<file path="config.mk">
export PLATFORM = sky130hd
export DESIGN_NAME = vsync_master
export DESIGN_NICKNAME = d
export VERILOG_FILES = /design/src/rtl/vsync_master.sv
export SDC_FILE = /design/constraint.sdc
export NUM_CORES = 1
export LEC_CHECK = 0
export BUFFER_PORTS_ARGS = -buffer_cell sky130_fd_sc_hd__buf_2
export CAP_MARGIN = 20
export CORE_MARGIN = 5
export CORE_UTILIZATION = 40
export CTS_BUF_LIST = sky130_fd_sc_hd__clkbuf_8
export CTS_CLUSTER_SIZE = 40
export DETAILED_ROUTE_END_ITERATION = 12
export GPL_TIMING_DRIVEN = 1
export PLACE_DENSITY_LB_ADDON = 0.08
export SYNTH_ARGS = -nofsm -noshare
export SYNTH_HDL_FRONTEND = slang
export SYNTH_SLANG_ARGS = --single-unit
</file>
<file path="constraint.sdc">
create_clock -name clk -period 3.31 [get_ports clk]
set_input_delay 0 -clock clk [delete_from_list [all_inputs] [get_ports clk]]
set_output_delay 0 -clock clk [all_outputs]
set_load 0.01 [all_outputs]
</file>
<file path="src/rtl/vsync_master.sv">
module vsync_master #(
  parameter int LW = 11
) (
  input  logic          clk,
  input  logic          rst,
  input  logic          line_start,
  input  logic [LW-1:0] cfg_total_lines,
  input  logic [LW-1:0] cfg_blank_lines,
  input  logic [LW-1:0] cfg_active_lines,
  input  logic          cfg_vs_high,
  output logic          vsync_o,
  output logic [LW-1:0] line_idx,
  output logic          v_active
);

  logic          running;
  logic [LW-1:0] line_q;
  logic          vs_q;
  logic          va_q;

  logic [LW-1:0] last_line;
  logic [LW-1:0] line_nx;
  logic [LW:0]   win_end;
  logic          va_nx;

  assign last_line = cfg_total_lines - 1'b1;
  assign line_nx   = (!running || line_q == last_line) ? '0 : line_q + 1'b1;
  assign win_end   = {1'b0, cfg_blank_lines} + {1'b0, cfg_active_lines};
  assign va_nx     = (line_nx >= cfg_blank_lines) && ({1'b0, line_nx} < win_end);

  always_ff @(posedge clk) begin
    if (rst) begin
      running <= 1'b0;
      line_q  <= '0;
      vs_q    <= 1'b0;
      va_q    <= 1'b0;
    end else if (line_start) begin
      running <= 1'b1;
      line_q  <= line_nx;
      vs_q    <= (line_nx == '0);
      va_q    <= va_nx;
    end
  end

  assign vsync_o  = cfg_vs_high ? vs_q : ~vs_q;
  assign line_idx = line_q;
  assign v_active = va_q;

  p_idle_r1: assert property (@(posedge clk) disable iff (rst)
    !running |-> (!vs_q && !va_q && line_q == '0));

  p_first_frame_r2: assert property (@(posedge clk) disable iff (rst)
    (line_start && !running) |=> (vs_q && line_q == '0));

  p_in_range_r3: assert property (@(posedge clk) disable iff (rst)
    running |-> (line_q < cfg_total_lines));

  p_wrap_r3: assert property (@(posedge clk) disable iff (rst)
    (line_start && running && line_q == last_line) |=> (line_q == '0 && vs_q));

  p_one_line_r4: assert property (@(posedge clk) disable iff (rst)
    (line_start && vs_q) |=> !vs_q);

  p_hold_r6: assert property (@(posedge clk) disable iff (rst)
    !line_start |=> ($stable(line_q) && $stable(vs_q) && $stable(va_q)));

  p_blank_r5: assert property (@(posedge clk) disable iff (rst)
    (running && line_q < cfg_blank_lines) |-> !va_q);

endmodule

</file>
==> flow_metrics.tcl, run 1 <==
set metrics [dict create \
    synth_cells 312 \
    synth_compound_area_share_pct 23.1 \
    drive_gt1_share_pct 30.8 \
    antenna_found_initial 0 \
    setup_violations 0 \
    syn_to_final_growth_pct 36.4 \
    tns_ns 0 \
    track_usage_pct 16.3 \
    drt_iter0_drc 115 \
    die_h_um 85.4 \
    holdBufCountCts 0 \
    p_sw_share_pct 33.4 \
    synthSimpleGateAreaFrac_pct 26.6 \
    post-place-ws_ns -0.319 \
    yosysTopAreaCellShare_pct 17.0 \
    grt_overflow_total 0 \
    fin_ws_ns 0.0335 \
    synthDistinctLibCells 56 \
    synth_area_leaders "ha_1, dfxtp_1, xnor2_1" \
    crit_start "line_idx[6]" \
    crit_path_end_kind "flip-flop" \
    finClkSkew_ns 0.00266 \
    rr_worst_depth 15 \
    viasPerCell 5.18 \
    drc_errors 0 \
    synth.cell_area_um2 2280 \
    cts_tree "built" \
    ant_nets 0 \
    cpMostUsedCell "a2bb2oi_1" \
    synth_top_family_by_area "simple AND/OR/NAND/NOR gates" \
    drt-total-wl_mm 5.96 \
    slew_violations 0 \
    avgSynthCellArea_um2 7.29 \
    synth_adder_area_share_pct 18.4 \
    cts_buffer_depth 2 \
    placed_cell_area_um2 2910 \
    ys_ff_latch 14 \
    drv_cap 0 \
    synth_ff_type "dfxtp_1" \
    outcome "finished clean" \
    synth_xor_xnor_area_share_pct 12.3 \
    ys_async_sr_fraction_pct 0 \
    leakagePower_uw 0.00143 \
    die_x_um 85.4 \
    htreeDepth 1 \
    r2r-start "line_idx[6]" \
    num_vias 2447 \
    hold_viol 0 \
    rsz0062_at_grt "true" \
    wl_met2_mm 2.88 \
    cp-start-kind "flip-flop" \
    drt_pre_antenna_iters 4 \
    core_area_um2 5510 \
    min_period_over_period_pct 99.0 \
    postLayoutCellArea_um2 3100 \
    clock_latency_ns 0.24 \
    fin_crit_ns 3.28 \
    rows 27 \
    arrival_ns 3.45 \
    nNetsFinal 470 \
    grt_pass1_vias 2241 \
    muxShareOfSynthArea_pct 1.32 \
    worstHoldStart "rst" \
    root_buffer "clkbuf_8" \
    met3_length_um 209 \
    path_cells "xnor2_2, or4_4, a2111oi_4, o2111ai_4, o21ai_4, buf_6, nor2_1, ha_1, nand2_1, o21a_1, maj3_2, o21ai_1, a211oi_1, a2bb2oi_1, a2bb2oi_1" \
    antenna_cells 0 \
    grt_max_degree 16 \
    top_layer "met4" \
    hp-class "input port to flip-flop" \
    intPower_uw 402 \
    worstHoldPathCells 2 \
    io_buffers 49 \
    synth_warnings 0 \
    critical-path-max-stage-delay_ns 0.43 \
    ys_seq_area_share_pct 12.3 \
    wl_met1_mm 2.78 \
    worst_slew_pin_slew_ns 0.517 \
    pwr-share-comb_pct 43.1 \
    routabilityCongestion 0.825 \
    crit_slowest_cell "or4_4" \
    cts.sinks 14 \
    worstSetupPathType "flip-flop to flip-flop" \
    grt_first_pass_wirelength_mm 10.1 \
    switchingPower_uw 201 \
    die-area_um2 7300 \
    synth_top_cell_by_area "ha_1" \
    peakVddDrop_uv 122 \
    required_ns 3.49 \
    p_per_area_nw_per_um2 194 \
    start_util_pct 41.3 \
    timing.fmax_mhz 305 \
    synth_fp_nets 381 \
    clk_pin_slew_ns 0.06 \
    clkPwrFrac_pct 28.0 \
    relSlewSlack_pct 65.1 \
    cts_buffers 3 \
    dp_hpwl_mm 4.90 \
    cp_max_fo 4 \
    p_seq_share_pct 28.9 \
    synth_edf_count 0 \
    wl_per_cell_um 12.6 \
    ios 50 \
]
power by group through the flow:
stage          Clock [uW]  Sequential, uW  Combinational, uW
4_1_cts               171             174                260
3_5_place_dp            0             178                251
3_3_place_gp            0             178                249
6_report              169             174                260
5_1_grt               182             175                291
2_1_floorplan           0             177                158
worst max-delay path: cells and delay by family (launching register included):
| kind | cells | cell delay, ns |
|---|---|---|
| DFF | 1 | 0.34 |
| adders and majority gates | 2 | 0.60 |
| AOI/OAI and AO/OA | 8 | 1.42 |
| xor gates and xnor gates | 1 | 0.15 |
| buffers and inverters | 1 | 0.14 |
| and+or+nand+nor | 3 | 0.54 |
per-layer routing:
metal	up-vias	track usage, %
met3	8	1.75
met4	0	4.17
met2	48	29.0
li1	1302	-
met1	1089	20.8
met5	-	0
per-stage QoR:
step	power, uW	utilization, %	hold WS [ns]	std cells
global route	648	56.4	0.120	472
finish	604	56.4	0.116	472
CTS	606	56.0	0.120	472
floorplan	335	-	0.0691	312
detailed placement	429	52.9	0.263	462
global placement	426	52.9	0.258	462
flip-flops by register name, summed over array words and instances (netlist names):
| name | flops |
|---|---|
| running | 1 |
| v_active | 1 |
| vs_q | 1 |
| line_idx | 11 |
worst paths after layout:
check	slack [ns]	end
setup / recovery	0.03	v_active
hold / removal	0.12	line_idx[1]
hold reg to reg	0.48	vs_q
setup reg to reg	0.03	v_active
final cells by class:
| type | instances | area [um2] |
|---|---|---|
| tap | 72 | 90.1 |
| inverter | 21 | 96.3 |
| timing repair buffer | 99 | 637 |
| fill | 543 | 2400 |
| sequential | 14 | 282 |
| clock buffer | 4 | 55.1 |
| multi-input combinational | 262 | 1940 |
cells in the final DEF, fill, tap and decap left out, drive strengths merged, types with 4 or more instances in the layout:
| cell type | n |
|---|---|
| nand3 | 11 |
| xor2 | 11 |
| or4 | 4 |
| nor2b | 6 |
| o211ai | 7 |
| inv | 21 |
| clkbuf | 4 |
| nand2 | 24 |
| o21bai | 4 |
| a21oi | 27 |
| nor2 | 31 |
| nor4 | 5 |
| ha | 31 |
| buf | 99 |
| o21ai | 10 |
| dfxtp | 14 |
| nand2b | 7 |
| and3 | 5 |
| nor3 | 9 |
| xnor2 | 21 |
cell usage after synthesis (2+ instances only):
cell type  number
nor2b_1         6
buf_2           2
o21a_1          2
o41ai_1         2
a21o_1          3
a2bb2oi_1       2
nor4_1          5
clkbuf_1       13
a31oi_1         3
or3_1           3
nand4_1         2
o21bai_1        4
inv_1          21
a211oi_1        2
nor3_1          9
a32o_1          2
xor2_1         11
mux2i_1         3
nand2b_1        7
nand3_1        11
dfxtp_1        14
o211ai_1        7
and3_1          5
xnor2_1        21
nor2_1         30
nand2_1        24
or4_1           3
and2_1          2
ha_1           31
a21oi_1        27
o21ai_0         9
nand4b_1        2
logic make-up (layout without fill, tap and decap cells):
logic type	after synthesis	count (layout)
compound gates	76	76
simple gates	118	118
flops	14	14
fa+ha+maj	33	33
buf+inv	36	124
xor+xnor	32	32
mux	3	3
timing repair:
item / 4_1_cts / 5_1_grt
pin swaps: 18 / 8
setup buffers: 7 / 0
resized for setup: 15 / 3
setup endpoints to repair: 1 / 1
(Power assumes the default switching activity.)
==> inputs of run 2 (changes only) <==
CELL_PAD_IN_SITES_DETAIL_PLACEMENT = 0   (was default)
CELL_PAD_IN_SITES_GLOBAL_PLACEMENT = 1   (was default)
CORE_UTILIZATION = 36   (was 40)
CTS_BUF_LIST = sky130_fd_sc_hd__clkbuf_16   (was sky130_fd_sc_hd__clkbuf_8)
==> flow_metrics.tcl, run 2 (synthesis gave the netlist of run 1 again) <==
set metrics [dict create \
    worstHoldPathCells 2 \
    clk_pin_slew_ns 0.05 \
    worstSetupPathType "flip-flop to flip-flop" \
    drive_gt1_share_pct 30.2 \
    htreeDepth 1 \
    die_x_um 89.5 \
    required_ns 3.49 \
    cts_buffers 3 \
    post-place-ws_ns -0.350 \
    drt_iter0_drc 69 \
    worst_slew_pin_slew_ns 0.542 \
    layout.area.seq_um2 282 \
    drv_cap 0 \
    mostFrequentLayoutCells "buf_2, buf_4, ha_1, nor2_1, a21oi_1" \
    multiInputGateArea_um2 1930 \
    io_buffers 49 \
    routabilityCongestion 0.822 \
    die-area_um2 8010 \
    final.fill_count 638 \
    p_per_area_nw_per_um2 216 \
    syn_to_final_growth_pct 36.0 \
    rr_worst_depth 15 \
    rsz0062_at_grt "true" \
    antenna_cells 0 \
    drt_pre_antenna_iters 4 \
    grt_pass1_vias 2259 \
    min_to "line_idx[4]" \
    fin_crit_ns 3.25 \
    relSlewSlack_pct 63.4 \
    outcome "finished clean" \
    clock_latency_ns 0.24 \
    nNetsFinal 467 \
    grt_overflow_total 0 \
    drt-total-wl_mm 6.05 \
    start_util_pct 36.5 \
    cp_max_fo 4 \
    largest_register_ffs 11 \
    ant_nets 0 \
    r2r-start "line_idx[6]" \
    num_vias 2403 \
    core_area_um2 6240 \
    cp-start-kind "flip-flop" \
    finalPower_uw 668 \
    ios 50 \
    worstHoldStart "rst" \
    timing.fmax_mhz 308 \
    layout_commonest_cell "buf_2" \
    tns_ns 0 \
    fin_ws_ns 0.0604 \
    dp_hpwl_mm 5.12 \
    peakVddDrop_uv 150 \
    root_buffer "clkbuf_16" \
    rows 29 \
    cts_tree "built" \
    grt_max_degree 16 \
    hp-class "input port to flip-flop" \
    antenna_found_initial 0 \
    track_usage_pct 15.6 \
    finClkSkew_ns 0.00300 \
    holdBufCountCts 0 \
    leakagePower_uw 0.00142 \
    crit_path_end_kind "flip-flop" \
    slew_violations 0 \
    r2r-end "v_active" \
    die_h_um 89.5 \
    arrival_ns 3.42 \
    r2r_slack_ns 0.06 \
    setup_violations 0 \
    min_period_over_period_pct 98.2 \
    cts.sinks 14 \
    instances_no_fill 474 \
    viasPerCell 5.07 \
    grt_first_pass_wirelength_mm 10.0 \
    cts_buffer_depth 2 \
    wl_per_cell_um 12.8 \
    hold_viol 0 \
    drc_errors 0 \
    dpl.cell_count 466 \
]
==> run 2: changes by cell type in the layout (fill, tap and decap cells not counted), sizes merged <==
cell and change:
clkbuf -1, buf -3, clkinv +1
==> run 2: worst max path at each step <==
| stage | from | endpoint | slack, ns | cells after the start |
|---|---|---|---|---|
| after floorplan | cfg_total_lines[1] | v_active | -0.20 | 18 |
| after global placement | cfg_total_lines[1] | v_active | -0.29 | 18 |
| after detailed placement | cfg_total_lines[1] | v_active | -0.35 | 18 |
| after CTS | cfg_total_lines[1] | v_active | -0.007 | 18 |
| after global routing | cfg_total_lines[1] | v_active | -0.1 | 19 |
| final | line_idx[6] | v_active | 0.06 | 15 |
==> run 2: area by class of cell <==
cell class,instances,area share (%)
multi-input combinational,262,62.3
timing repair buffer,96,19.8
sequential,14,9.09
inverter,21,3.11
tap,77,3.11
clock buffer,3,2.43
clock inverter,1,0.121
==> run 2: timing repair <==
| item | CTS | global route |
|---|---|---|
| buffers inserted | 3 | 1 |
| pin swaps | 18 | 8 |
| resized for setup | 15 | 5 |
| endpoints found under the setup margin | 1 | 1 |
==> run 2: power by group <==
group	leakage (uW)	total (uW)	internal [uW]	switching [uW]
Clock	0.0000385	235	160	74.9
Sequential	0.000114	174	171	3.01
Combinational	0.00127	259	125	134
Total	0.00142	668	457	211
==> run 2: critical path, cell delays in order, from the launching register on <==
cell	delay (ns)
dfxtp_2	0.33
xnor2_2	0.14
or4_4	0.44
a2111oi_4	0.31
o2111ai_2	0.22
o21ai_2	0.21
buf_6	0.14
nor2_2	0.05
ha_1	0.29
nand2_1	0.05
o21a_1	0.21
maj3_2	0.32
o21ai_2	0.13
a211oi_2	0.08
a2bb2oi_1	0.13
a2bb2oi_1	0.13
==> run 2: through the flow <==
stage	util [%]	area [um2]	hold WS, ns
finish	49.6	3100	0.110
CTS	49.2	3070	0.112
detailed placement	46.7	2910	0.263
global placement	46.7	2910	0.258
floorplan	-	2320	0.0691
global route	49.6	3100	0.136
==> run 2: per-layer routing <==
layer | up-vias | share of wire [%] | track usage (%)
met4 | 0 | 0.41 | 3.25
met3 | 2 | 3.1 | 0.922
met2 | 31 | 50 | 27.3
met1 | 1071 | 47 | 20.9
li1 | 1299 | - | -
met5 | - | 0 | 0
